### config.mk
export PLATFORM = sky130hd
export DESIGN_NAME = slot_seat_ctrl
export DESIGN_NICKNAME = d
export VERILOG_FILES = /design/src/rtl/seat_pkg.sv /design/src/rtl/contact_filter.sv /design/src/rtl/seat_fsm.sv /design/src/rtl/stall_watch.sv /design/src/rtl/slot_seat_ctrl.sv
export SDC_FILE = /design/constraint.sdc
export NUM_CORES = 1
export LEC_CHECK = 0
export ABC_AREA = 1
export BUFFER_PORTS_ARGS = -buffer_cell sky130_fd_sc_hd__buf_4
export CORE_MARGIN = 1
export CORE_UTILIZATION = 28
export DETAILED_ROUTE_END_ITERATION = 8
export SLEW_MARGIN = 20
export SYNTH_ARGS = -nofsm -noshare
export SYNTH_HDL_FRONTEND = slang
export SYNTH_SLANG_ARGS = --single-unit
### constraint.sdc
create_clock -name clk -period 1.6 [get_ports clk]
set_input_delay 0.32 -clock clk [delete_from_list [all_inputs] [get_ports clk]]
set_output_delay 0.32 -clock clk [all_outputs]
set_load 0.005 [all_outputs]
### src/rtl/seat_pkg.sv
package seat_pkg;
  localparam int unsigned NUM_PINS  = 3;
  localparam int unsigned PIN_LONG  = 0;
  localparam int unsigned PIN_MID   = 1;
  localparam int unsigned PIN_SHORT = 2;

  typedef enum logic [2:0] {
    SLOT_EMPTY  = 3'd0,
    SLOT_STALL  = 3'd1,
    SLOT_LINK   = 3'd2,
    SLOT_SEATED = 3'd3,
    SLOT_FAULT  = 3'd4,
    SLOT_DRAIN  = 3'd5,
    SLOT_UNLINK = 3'd6
  } seat_state_e;
endpackage

### src/rtl/contact_filter.sv
module contact_filter #(
  parameter int unsigned DEB_LEN = 16
) (
  input  logic clk,
  input  logic rst_n,
  input  logic raw_i,
  output logic clean_o
);
  localparam int unsigned CW = $clog2(DEB_LEN + 1);

  logic [1:0]    sync_q;
  logic [CW-1:0] cnt_q, cnt_d;
  logic          clean_q, clean_d;

  always_comb begin
    clean_d = clean_q;
    cnt_d   = '0;
    if (sync_q[1] != clean_q) begin
      if (cnt_q == CW'(DEB_LEN - 1)) begin
        clean_d = sync_q[1];
      end else begin
        cnt_d = cnt_q + 1'b1;
      end
    end
  end

  always_ff @(posedge clk or negedge rst_n) begin
    if (!rst_n) begin
      sync_q  <= '0;
      cnt_q   <= '0;
      clean_q <= 1'b0;
    end else begin
      sync_q  <= {sync_q[0], raw_i};
      cnt_q   <= cnt_d;
      clean_q <= clean_d;
    end
  end

  assign clean_o = clean_q;

  AST_CHANGE_NEEDS_DIFF: assert property (@(posedge clk) disable iff (!rst_n)
    (clean_q != $past(clean_q)) |-> ($past(sync_q[1]) != $past(clean_q)));
  AST_NO_CHANGE_WHEN_EQUAL: assert property (@(posedge clk) disable iff (!rst_n)
    (sync_q[1] == clean_q) |=> (clean_q == $past(clean_q)));
endmodule

### src/rtl/seat_fsm.sv
module seat_fsm
  import seat_pkg::*;
#(
  parameter int unsigned MIN_DWELL = 1000
) (
  input  logic clk,
  input  logic rst_n,
  input  logic long_i,
  input  logic mid_i,
  input  logic short_i,
  output logic bus_stall_o,
  output logic data_en_o,
  output logic seated_o,
  output logic err_fast_o
);
  localparam int unsigned DW = $clog2(MIN_DWELL + 2);

  seat_state_e   state_q, state_d;
  logic [DW-1:0] dwell_q, dwell_d;
  logic          dwell_ok;

  assign dwell_ok = (dwell_q >= DW'(MIN_DWELL));

  always_comb begin
    state_d = state_q;
    unique case (state_q)
      SLOT_EMPTY:  if (long_i) state_d = SLOT_STALL;
      SLOT_STALL: begin
        if (!long_i)      state_d = SLOT_EMPTY;
        else if (short_i) state_d = SLOT_FAULT;
        else if (mid_i)   state_d = SLOT_LINK;
      end
      SLOT_LINK: begin
        if (short_i)      state_d = dwell_ok ? SLOT_SEATED : SLOT_FAULT;
        else if (!mid_i)  state_d = SLOT_STALL;
      end
      SLOT_SEATED: if (!short_i) state_d = SLOT_DRAIN;
      SLOT_DRAIN: begin
        if (short_i)      state_d = SLOT_SEATED;
        else if (!mid_i)  state_d = SLOT_UNLINK;
      end
      SLOT_UNLINK: begin
        if (mid_i)        state_d = SLOT_DRAIN;
        else if (!long_i) state_d = SLOT_EMPTY;
      end
      SLOT_FAULT:  if (!long_i && !mid_i && !short_i) state_d = SLOT_EMPTY;
      default:     state_d = SLOT_EMPTY;
    endcase
  end

  always_comb begin
    dwell_d = '0;
    if (state_q == SLOT_STALL || state_q == SLOT_LINK) begin
      dwell_d = dwell_ok ? dwell_q : dwell_q + 1'b1;
    end
  end

  always_ff @(posedge clk or negedge rst_n) begin
    if (!rst_n) begin
      state_q <= SLOT_EMPTY;
      dwell_q <= '0;
    end else begin
      state_q <= state_d;
      dwell_q <= dwell_d;
    end
  end

  assign bus_stall_o = (state_q == SLOT_STALL) || (state_q == SLOT_LINK) ||
                       (state_q == SLOT_FAULT) || (state_q == SLOT_DRAIN) ||
                       (state_q == SLOT_UNLINK);
  assign data_en_o   = (state_q == SLOT_LINK) || (state_q == SLOT_SEATED) ||
                       (state_q == SLOT_DRAIN);
  assign seated_o    = (state_q == SLOT_SEATED);
  assign err_fast_o  = (state_q == SLOT_FAULT);

  AST_STALL_ON_LONG: assert property (@(posedge clk) disable iff (!rst_n)
    (state_q == SLOT_EMPTY && long_i) |=> bus_stall_o);
  AST_RELEASE_AFTER_DWELL: assert property (@(posedge clk) disable iff (!rst_n)
    ($rose(seated_o) && $past(state_q == SLOT_LINK)) |-> ($past(dwell_q) >= DW'(MIN_DWELL)));
  AST_FAULT_STICKY: assert property (@(posedge clk) disable iff (!rst_n)
    (err_fast_o && (long_i || mid_i || short_i)) |=> (err_fast_o && bus_stall_o));
  AST_DRAIN_ORDER: assert property (@(posedge clk) disable iff (!rst_n)
    (seated_o && !short_i) |=> (bus_stall_o && data_en_o));
endmodule

### src/rtl/stall_watch.sv
module stall_watch #(
  parameter int unsigned STALL_LIMIT = 100000
) (
  input  logic clk,
  input  logic rst_n,
  input  logic stall_i,
  output logic reload_o
);
  localparam int unsigned CW = $clog2(STALL_LIMIT + 1);

  logic [CW-1:0] cnt_q, cnt_d;
  logic          reload_q, reload_d;
  logic          at_limit;

  assign at_limit = (cnt_q == CW'(STALL_LIMIT - 1));

  always_comb begin
    cnt_d    = '0;
    reload_d = reload_q;
    if (stall_i) begin
      cnt_d = at_limit ? cnt_q : cnt_q + 1'b1;
      if (at_limit) reload_d = 1'b1;
    end
  end

  always_ff @(posedge clk or negedge rst_n) begin
    if (!rst_n) begin
      cnt_q    <= '0;
      reload_q <= 1'b0;
    end else begin
      cnt_q    <= cnt_d;
      reload_q <= reload_d;
    end
  end

  assign reload_o = reload_q;

  AST_RELOAD_STICKY: assert property (@(posedge clk) disable iff (!rst_n)
    reload_q |=> reload_q);
  AST_RELOAD_NEEDS_STALL: assert property (@(posedge clk) disable iff (!rst_n)
    $rose(reload_q) |-> $past(stall_i));
endmodule

### src/rtl/slot_seat_ctrl.sv
module slot_seat_ctrl
  import seat_pkg::*;
#(
  parameter int unsigned DEB_LEN     = 16,
  parameter int unsigned MIN_DWELL   = 1000,
  parameter int unsigned STALL_LIMIT = 100000
) (
  input  logic clk,
  input  logic rst_n,
  input  logic pin_long_i,
  input  logic pin_mid_i,
  input  logic pin_short_i,
  output logic bus_stall_o,
  output logic data_en_o,
  output logic seated_o,
  output logic err_fast_o,
  output logic reload_req_o
);
  logic                rst_meta_q, rst_sync_q;
  logic [NUM_PINS-1:0] raw_pins, clean_pins;
  logic                stall;

  always_ff @(posedge clk or negedge rst_n) begin
    if (!rst_n) begin
      rst_meta_q <= 1'b0;
      rst_sync_q <= 1'b0;
    end else begin
      rst_meta_q <= 1'b1;
      rst_sync_q <= rst_meta_q;
    end
  end

  assign raw_pins[PIN_LONG]  = pin_long_i;
  assign raw_pins[PIN_MID]   = pin_mid_i;
  assign raw_pins[PIN_SHORT] = pin_short_i;

  for (genvar g = 0; g < NUM_PINS; g++) begin : g_pin
    contact_filter #(.DEB_LEN(DEB_LEN)) u_filt (
      .clk    (clk),
      .rst_n  (rst_sync_q),
      .raw_i  (raw_pins[g]),
      .clean_o(clean_pins[g])
    );
  end

  seat_fsm #(.MIN_DWELL(MIN_DWELL)) u_fsm (
    .clk        (clk),
    .rst_n      (rst_sync_q),
    .long_i     (clean_pins[PIN_LONG]),
    .mid_i      (clean_pins[PIN_MID]),
    .short_i    (clean_pins[PIN_SHORT]),
    .bus_stall_o(stall),
    .data_en_o  (data_en_o),
    .seated_o   (seated_o),
    .err_fast_o (err_fast_o)
  );

  stall_watch #(.STALL_LIMIT(STALL_LIMIT)) u_watch (
    .clk     (clk),
    .rst_n   (rst_sync_q),
    .stall_i (stall),
    .reload_o(reload_req_o)
  );

  assign bus_stall_o = stall;

  AST_RESET_QUIET: assert property (@(posedge clk)
    !rst_sync_q |-> !(bus_stall_o || data_en_o || reload_req_o));
endmodule

==> summary.md, run 1 <==
| Metric | Value |
|---|---|
| Run status | `finished with violations` |
| Failing checks | `setup timing` |
| First-pass DRT Iterations | `4` |
| P_leak | `1.73 nW` |
| Grt ovf | `0` |
| Latest clock arrival within the worst-skew pair | `about 0.34 ns` |
| WHS | `0.0829 ns` |
| I/O Pins | `10` |
| Cells after Synth | `362` |
| Internal | `2.96 mW` |
| Cell with the most instances after synthesis | `nand2_1` |
| Clock skew | `around 0.0034 ns` |
| Die span in y | `104 um` |
| Synth top area cells | `dfrtp_1, nand2_1, nor2_1` |
| Maximum root-to-sink buffer count | `2` |
| Vias in the first global route | `roughly 2300` |
| Switching Power | `1.13 mW` |
| Layout cells sized above 1 | `17.1%` |
| Cell area power density | `1150 mW/mm2` |
| Port-buffer cells | `9` |
| Die Area | `around 0.011 mm2` |
| Maximum net fanout on the critical path | `8` |
| Vias per cell | `4.53` |
| Vias post-DR | `2404` |
| Setup-failing EPs final | `4` |
| Final Hold Fails | `0` |
| Synth top area share | `49.3%` |
| FF-to-FF setup slack | `roughly 0.08 ns` |
| DRC viols | `0` |
| Largest net degree at the start of global routing | `21` |
| Num CTS Buffers | `9` |
| Worst Path Required | `approximately 1.3 ns` |
| Die Wd | `104 um` |
| Syn_nets | `373` |
| Core footprint | `0.00991 mm2` |
| CTS root buffer | `clkbuf_8` |
| Synth Flop Type | `dfrtp_1` |
| H-tree levels | `3` |
| Ant. Diodes | `0` |
| Post-layout min period | `1.69 ns` |
| Final Max Tran Viols | `0` |
| Top cells by count, synth | `nand2_1, dfrtp_1, nor2_1` |
| FFs w/ async S/R, synth | `between 90% and 100%` |
| Initial core utilization | `between 20% and 30%` |
| Switching part of the total | `27.6%` |
| Number of synthesized flops with an enable pin | `0` |
| Critical path class | `flop to primary output` |
| Total power | `4.08 mW` |
| Worst Setup End Kind | `primary output` |
| Num rows | `36` |
| Logic pwr share | `17.9%` |
| Ys Warns | `0` |
| Nets | `404` |
| Initial antenna violation count | `0` |
| Yosys reg bits | `57` |
| WL per Instance | `11.1 um` |
| GRT Util Overall | `12.0%` |
| Hold path start | `pin_long_i` |
| CP arrival | `~1.4 ns` |
| CTS tree | `yes` |
| Global-route wire length before repair | `10300 um` |
| Post-detailed-route count of antenna-violating nets | `0` |
| Post-synth cell types | `31` |
| Final setup margin | `-0.0925 ns` |
| Clock power share | `roughly two fifths` |
| Synthesized area per cell | `7.99 um2` |
| Reg power frac | `40.4%` |
| Post-synthesis sequential area ratio | `49.3%` |
| DP Worst Slack | `0.128 ns` |
| Syn Std Cell Area | `roughly 0.0029 mm2` |
| Clock transition at path regs | `0.06 ns` |
| Startpoint types | `flop` |
| Maximum VDD drop | `0.634 mV` |
| Fmax | `approximately 590 MHz` |
| Routability cong. | `~0.86` |
| Top cell type by total area after synthesis | `dfrtp_1` |
| RSZ-0062 raised after global routing | `yes` |
| Max cap viols | `0` |
| Tcrit/Tclk final | `106%` |
| Setup crit start | `u_fsm.state_q[1]$_DFFE_PN0P_` |
| Final HPWL DP | `4110 um` |
| Clk sinks | `57` |
| Min-Delay Path Class | `primary input to flop` |
| Layout area overhead | `22.7%` |
| Initial DRC Count | `88` |
| Critical R2R Launch | `u_fsm.state_q[0]$_DFFE_PN0P_` |
| Final wirelength | `just under 6000 um` |
## metrics by stage
step                      setup TNS (ns)  instances  area, um2  utilization (%)
after CTS                         -0.216        531       3530             35.6
final                             -0.253        531       3550             35.8
after global routing              -0.481        531       3550             35.8
after floorplan                        0        362       2890                -
after global placement                 0        506       3170             32.0
after detailed placement               0        506       3170             32.0
## layer usage
metal / up-vias / wire, um / global-route usage, %
met3: 15 / 201 / 3.27
met1: 1115 / 2690 / 14.4
li1: 1224 / - / -
met2: 50 / 2840 / 19.6
met5: - / 0 / 0
met4: 0 / 183 / 6.73
## worst max-delay path, cell delays in order, from the launching register on
cell,delay (ns)
dfrtp_2,0.50
nor3_4,0.27
buf_4,0.16
buf_4,0.10
## what timing repair did
action	in CTS	in global routing
hold buffers	1	0
setup endpoints to repair	4	8
pin swaps	6	3
hold endpoints to repair	2	0
setup buffers	8	0
resized for setup	11	5
## logic make-up after synthesis
kind of cell | Yosys count | synth area share [%]
simple gates | 217 | 33.3
flops | 57 | 49.3
fa+ha+maj | 6 | 2.60
xor+xnor | 12 | 3.63
buf+inv | 45 | 6.31
other cells | 1 | 0.130
compound gates | 24 | 4.71
## flip-flops by register name, summed over array words and instances, names as in the netlist
signal / flops
g_pin.u_filt.cnt_q: 15
u_watch.reload_o: 1
g_pin.u_filt.sync_q: 6
u_fsm.state_q: 3
u_watch.cnt_q: 17
rst_meta_q: 1
g_pin.u_filt.clean_o: 3
u_fsm.dwell_q: 10
rst_sync_q: 1
## worst paths after layout
check,cells after the start,to
min,1,g_pin[0].u_filt.sync_q[0]$_DFF_PN0_
max reg2reg,11,u_watch.cnt_q[0]$_DFFE_PN0N_
max in group asynchronous,1,u_watch.cnt_q[16]$_DFFE_PN0N_
min reg2reg,0,g_pin[1].u_filt.cnt_q[0]$_DFF_PN0_
min in group asynchronous,0,g_pin[1].u_filt.cnt_q[0]$_DFF_PN0_
max,3,err_fast_o
## final cells by class
class | count | area, um2
Clock buffer | 12 | 155
Fill cell | 1044 | 6360
Multi-Input combinational cell | 260 | 1320
Inverter | 40 | 155
Sequential cell | 57 | 1430
Timing Repair Buffer | 25 | 219
Tap cell | 133 | 166
Clock inverter | 4 | 98.8
## power by group through the flow
stage	clock network, mW	registers, mW	logic, mW
2_1_floorplan	0	1.65	0.461
3_3_place_gp	0	1.66	0.600
3_5_place_dp	0	1.66	0.609
4_1_cts	1.74	1.64	0.713
5_1_grt	1.80	1.66	0.813
6_report	1.71	1.65	0.729
## placed cells by master, fill, tap and decap left out, types with 2 or more instances in the layout
cell type	count
a21oi_1	11
a21oi_2	2
and3_1	3
buf_12	2
buf_4	21
bufinv_16	3
clkbuf_8	11
dfrtp_1	53
dfrtp_2	4
ha_1	6
inv_1	35
inv_2	3
inv_4	2
nand2_1	86
nand2_2	2
nand3_1	37
nand3_2	4
nand3b_1	3
nand4_1	11
nor2_1	55
nor2_2	3
nor2_4	2
nor3_1	5
o21ai_0	5
o21ai_1	3
or2_2	3
xnor2_1	4
xor2_1	8
No activity file was read; power rests on OpenSTA's default activity.
==> run 2, diff against run 1 <==
- REMOVE_ABC_BUFFERS: default -> 1
- SETUP_SLACK_MARGIN: default -> 0.4
==> run 2 against run 1 <==
Net effect: routed wire length grew 9.9%; die area did not move; sequential share of layout area fell by 2.8 points; cell count grew 1.3%; highest routed layer unchanged; sequential cell count unchanged; the run still ends with setup timing left; first-iteration DRC count up 38%.
==> summary.md, run 2 (synthesized netlist as in run 1, its figures left out) <==
| Metric | Value |
|---|---|
| Clk sinks | `57` |
| Initial core utilization | `29.2%` |
| Switching part of the total | `between 20 and 30%` |
| First-pass DRT Iterations | `4` |
| DRC viols | `0` |
| Filler instances | `1007` |
| Max cap viols | `0` |
| Global-route wire length before repair | `11000 um` |
| Run status | `finished with violations` |
| Setup-failing EPs final | `4` |
| Die span in y | `104 um` |
| Ant. Diodes | `0` |
| Clock power share | `33.0%` |
| Final Hold Fails | `0` |
| WL per Instance | `12.1 um` |
| Vias in the first global route | `2589` |
| CTS root buffer | `clkbuf_8` |
| Number of flip-flops in the largest register | `17` |
| FF+latch area | `0.00143 mm2` |
| Met1 global-route usage | `between 10 and 15%` |
| Maximum VDD drop | `~0.53 mV` |
| CP arrival | `between 1 and 1.5 ns` |
| Initial antenna violation count | `0` |
| Commonest non-fill, non-tap cell in the layout | `nand2_1` |
| Latest clock arrival within the worst-skew pair | `0.34 ns` |
| Met2 Use GR | `21.2%` |
| WHS | `0.0842 ns` |
| Min-Delay Path Class | `primary input to flop` |
| Reg with most FFs | `u_watch.cnt_q` |
| Tcrit/Tclk final | `104%` |
| Final setup margin | `-0.0715 ns` |
| Nets | `412` |
| Worst Path Required | `roughly 1.3 ns` |
| Critical path class | `flop to primary output` |
| Commonest cells after routing, fill and taps aside | `nand2_1, dfrtp_1, nor2_1` |
| Final Max Tran Viols | `0` |
| Internal | `roughly 3.0 mW` |
| Cell area power density | `approximately 1100 mW/mm2` |
| Fmax | `598 MHz` |
| Total power | `4.29 mW` |
| CP Cell Sequence | `clkinv_4 -> nor3_4 -> nor2_2 -> nand2_4 -> buf_6` |
| Crit-path slowest cell | `dfrtp_2` |
| Setup TNS | `-0.224 ns` |
| Logic pwr share | `28.9%` |
| Clock transition at path regs | `0.06 ns` |
| Largest net degree at the start of global routing | `56` |
| Die Wd | `104 um` |
| Worst Setup End Kind | `primary output` |
| I/O Pins | `10` |
| Num CTS Buffers | `9` |
| Final HPWL DP | `3990 um` |
| Maximum root-to-sink buffer count | `2` |
| Final wirelength | `between 6000 and 7000 um` |
| Layout area overhead | `31.7%` |
| Num rows | `36` |
| RSZ-0062 raised after global routing | `yes` |
| Footprint of the multi-input gates | `0.00151 mm2` |
| Met3 Usage GRT | `2.52%` |
| Reg power frac | `a little under two fifths` |
| Regs by FF count | `u_watch.cnt_q x17, g_pin.u_filt.cnt_q x15, u_fsm.dwell_q x10` |
| Most Used Layer, Global Route | `met2` |
| Startpoint types | `flop` |
| Routability cong. | `0.901` |
| Switching Power | `1.28 mW` |
| Layout cells sized above 1 | `28.9%` |
| Clock skew | `0.00810 ns` |
| Vias post-DR | `2551` |
| Post-detailed-route count of antenna-violating nets | `0` |
| Initial DRC Count | `roughly 120` |
| DP Worst Slack | `0.127 ns` |
| H-tree levels | `3` |
| Core footprint | `0.00991 mm2` |
| Port-buffer cells | `9` |
| Vias per cell | `about 4.7` |
| P_leak | `1.77 nW` |
| CTS tree | `yes` |
| Grt ovf | `0` |
| Die Area | `approximately 0.011 mm2` |
| GRT Util Overall | `12.5%` |
| Maximum net fanout on the critical path | `6` |
| Post-layout min period | `1.67 ns` |
| Worst path max stage delay | `about 0.45 ns` |
| Failing checks | `setup timing` |
[run 2: metal layers]
metal,vias to the layer above,part of all wire [%]
met2,57,51
met4,0,2.8
met3,22,3.8
met5,-,0
met1,1225,42
li1,1247,-
[run 2: final timing paths]
path / startpoint / to / slack (ns) / cells past startpoint
min in group asynchronous: rst_sync_q$_DFF_PN0_ / g_pin[1].u_filt.sync_q[0]$_DFF_PN0_ / 0.26 / 1
max reg2reg: u_fsm.state_q[2]$_DFFE_PN0P_ / u_watch.cnt_q[0]$_DFFE_PN0N_ / 0.05 / 9
min reg2reg: rst_sync_q$_DFF_PN0_ / g_pin[1].u_filt.sync_q[0]$_DFF_PN0_ / 0.26 / 1
max in group asynchronous: rst_sync_q$_DFF_PN0_ / u_watch.cnt_q[1]$_DFFE_PN0N_ / 1.08 / 1
max: u_fsm.state_q[2]$_DFFE_PN0P_ / bus_stall_o / -0.07 / 5
min: pin_mid_i / g_pin[1].u_filt.sync_q[0]$_DFF_PN0_ / 0.08 / 1
[run 2: area by class of cell]
type / count / area share, %
Timing Repair Buffer: 33 / 8.71
Multi-Input combinational cell: 260 / 39.7
Sequential cell: 57 / 37.6
Tap cell: 133 / 4.37
Clock buffer: 11 / 3.45
Inverter: 40 / 4.34
Clock inverter: 4 / 1.84
[run 2: worst max-delay path, delay by kind of cell (launching register included)]
| kind | cells | cell delay [ns] |
|---|---|---|
| and+or+nand+nor | 3 | 0.34 |
| buffers and inverters | 2 | 0.21 |
| DFF | 1 | 0.45 |
[run 2: power groups by stage]
| stage | Combinational, mW | Clock [mW] | Sequential (mW) |
|---|---|---|---|
| after floorplan | 0.413 | 0 | 1.65 |
| after detailed placement | 0.621 | 0 | 1.65 |
| final | 1.24 | 1.41 | 1.63 |
| after global placement | 0.609 | 0 | 1.65 |
| after global routing | 1.36 | 1.49 | 1.64 |
| after CTS | 1.06 | 1.45 | 1.63 |
[run 2: timing repair]
action / in CTS / in global routing
endpoints found under the hold margin: 2 / 0
pin swaps: 9 / 8
resized for setup: 53 / 32
cloned: 1 / 0
setup endpoints to repair: 34 / 49
hold buffers: 1 / 0
setup buffers: 10 / 6
[run 2: per-stage QoR]
stage	std cells	instance area (um2)	util, %
2_1_floorplan	357	2860	-
3_3_place_gp	505	3150	31.8
3_5_place_dp	505	3150	31.8
4_1_cts	532	3650	36.9
5_1_grt	538	3810	38.4
6_report	538	3810	38.4
==> run 3, diff against run 2 <==
- CORE_UTILIZATION: 28 -> 45
==> run 3 against run 2 <==
Net effect: the run still ends with setup timing left; sequential power barely moved; critical path depth rose by 2; clock power rose by 9.9%; highest routed layer unchanged.
==> summary.md, run 3 (synthesized netlist as in run 1, its figures left out) <==
| Metric | Value |
|---|---|
| Vias post-DR | `between 2000 and 3000` |
| Port-buffer cells | `9` |
| Commonest cells after routing, fill and taps aside | `nand2_1, nor2_1, dfrtp_1` |
| Clk sinks | `57` |
| Cell area after layout | `0.00381 mm2` |
| Total power | `4.38 mW` |
| Maximum net fanout on the critical path | `5` |
| Cell area power density | `1150 mW/mm2` |
| DRC viols | `0` |
| Startpoint types | `flop` |
| Final Hold Fails | `0` |
| R2R depth | `11` |
| Max cap viols | `0` |
| Critical R2R Launch | `u_fsm.state_q[0]$_DFFE_PN0P_` |
| Met2 wire length | `roughly 3100 um` |
| Maximum VDD drop | `0.779 mV` |
| H-tree levels | `3` |
| Worst Hold Depth | `1` |
| Top layer in use | `met4` |
| Setup TNS | `-0.238 ns` |
| Ant. Diodes | `0` |
| Min-Delay Path Class | `primary input to flop` |
| Reg-to-reg endpoint | `u_watch.cnt_q[5]$_DFFE_PN0N_` |
| Die Wd | `82.2 um` |
| Critical path class | `flop to primary output` |
| Clock skew | `a little under 0.01 ns` |
| Layout cells sized above 1 | `31.1%` |
| RSZ-0062 raised after global routing | `yes` |
| Final HPWL DP | `4030 um` |
| Initial core utilization | `47.7%` |
| Grt ovf | `0` |
| Die Area | `around 0.0068 mm2` |
| Vias per cell | `5.18` |
| Post-detailed-route count of antenna-violating nets | `0` |
| Clock transition at path regs | `0.07 ns` |
| Commonest non-fill, non-tap cell in the layout | `nand2_1` |
| CP arrival | `~1.4 ns` |
| Number of flip-flops in the largest register | `17` |
| Core footprint | `about 0.0061 mm2` |
| Area after DPL | `approximately 0.0031 mm2` |
| Final setup margin | `-0.0944 ns` |
| WL per Instance | `13.3 um` |
| GRT Util Overall | `22.1%` |
| Latest clock arrival within the worst-skew pair | `0.34 ns` |
| Global-route wire length before repair | `11000 um` |
| Final Util | `62.8%` |
| Hold EP | `g_pin[1].u_filt.sync_q[0]$_DFF_PN0_` |
| Layout area overhead | `31.7%` |
| P_leak | `1.79 nW` |
| Vias in the first global route | `2417` |
| Maximum root-to-sink buffer count | `2` |
| Failing checks | `setup timing` |
| Setup-failing EPs final | `4` |
| Worst Path Required | `about 1.3 ns` |
| Nets | `418` |
| Num CTS Buffers | `9` |
| CTS root buffer | `clkbuf_8` |
| Post-layout min period | `1.69 ns` |
| Initial DRC Count | `172` |
| Run status | `finished with violations` |
| Routability cong. | `roughly 0.8` |
| Largest net degree at the start of global routing | `27` |
| FF-to-FF setup slack | `0.04 ns` |
| First-pass DRT Iterations | `4` |
| Final Max Tran Viols | `0` |
| Fmax | `590 MHz` |
| Routed wl met3 | `180 um` |
| Num rows | `28` |
| Worst Setup End Kind | `primary output` |
| Die span in y | `82.2 um` |
| Tcrit/Tclk final | `106%` |
| CTS tree | `yes` |
| Met1 wire length | `3030 um` |
| Initial antenna violation count | `0` |
| Regs by FF count | `u_watch.cnt_q x17, g_pin.u_filt.cnt_q x15, u_fsm.dwell_q x10` |
| Final wirelength | `~6500 um` |
| I/O Pins | `10` |
| Hold path start | `pin_mid_i` |
| Reg with most FFs | `u_watch.cnt_q` |
[run 3: repair_timing]
item / in CTS / in global routing
setup buffers: 13 / 10
pin swaps: 5 / 17
hold buffers: 1 / 0
hold endpoints to repair: 2 / 0
setup endpoints to repair: 40 / 49
cloned: 1 / 0
resized for setup: 52 / 37
[run 3: how the worst max path moves through the flow]
| stage | from | end | slack, ns | depth (start not counted) |
|---|---|---|---|---|
| after floorplan | rst_sync_q$_DFF_PN0_ | g_pin[0].u_filt.clean_o$_DFFE_PN0P_ | -0.10 | 0 |
| after global placement | u_fsm.state_q[0]$_DFFE_PN0P_ | bus_stall_o | 0.12 | 7 |
| after detailed placement | u_fsm.state_q[0]$_DFFE_PN0P_ | u_watch.cnt_q[0]$_DFFE_PN0N_ | 0.09 | 10 |
| after CTS | u_fsm.state_q[1]$_DFFE_PN0P_ | err_fast_o | -0.09 | 3 |
| after global routing | u_fsm.state_q[2]$_DFFE_PN0P_ | bus_stall_o | -0.16 | 6 |
| final | u_fsm.state_q[0]$_DFFE_PN0P_ | bus_stall_o | -0.09 | 7 |
[run 3: area by class of cell]
type,count,area (um2)
clock buffers,11,151
clock inverters,5,77.6
fillers,499,2250
inverters,40,168
multi-input cells,260,1530
flip-flops and latches,57,1440
well taps,75,93.8
repair buffers,39,354
[run 3: critical path: stages, from the launching register on]
cell and delay [ns]:
dfrtp_2 0.48, inv_4 0.12, nor2_4 0.04, nand2_2 0.06, nand2_2 0.07, inv_4 0.09
nand2_8 0.06, buf_6 0.11
[run 3: metrics by stage]
stage	std cells	hold WS (ns)	setup WS [ns]
6_report	487	0.0864	-0.0944
5_1_grt	487	0.0654	-0.163
4_1_cts	477	0.0709	-0.0888
3_5_place_dp	446	0.104	0.0928
3_3_place_gp	446	0.104	0.123
2_1_floorplan	357	0.0244	-0.104
[run 3: routing by layer]
metal	up-vias	track usage [%]
met5	-	0
met4	0	12.3
met3	14	4.40
met2	41	34.2
met1	1213	29.1
li1	1257	-
[run 3: power breakdown]
part           internal [mW]  switching, mW  leakage, nW  total [mW]
Clock                  0.956          0.594        0.115        1.55
Combinational          0.566          0.600        0.922        1.17
Sequential              1.54          0.127        0.753        1.66
Total                   3.06           1.32         1.79        4.38
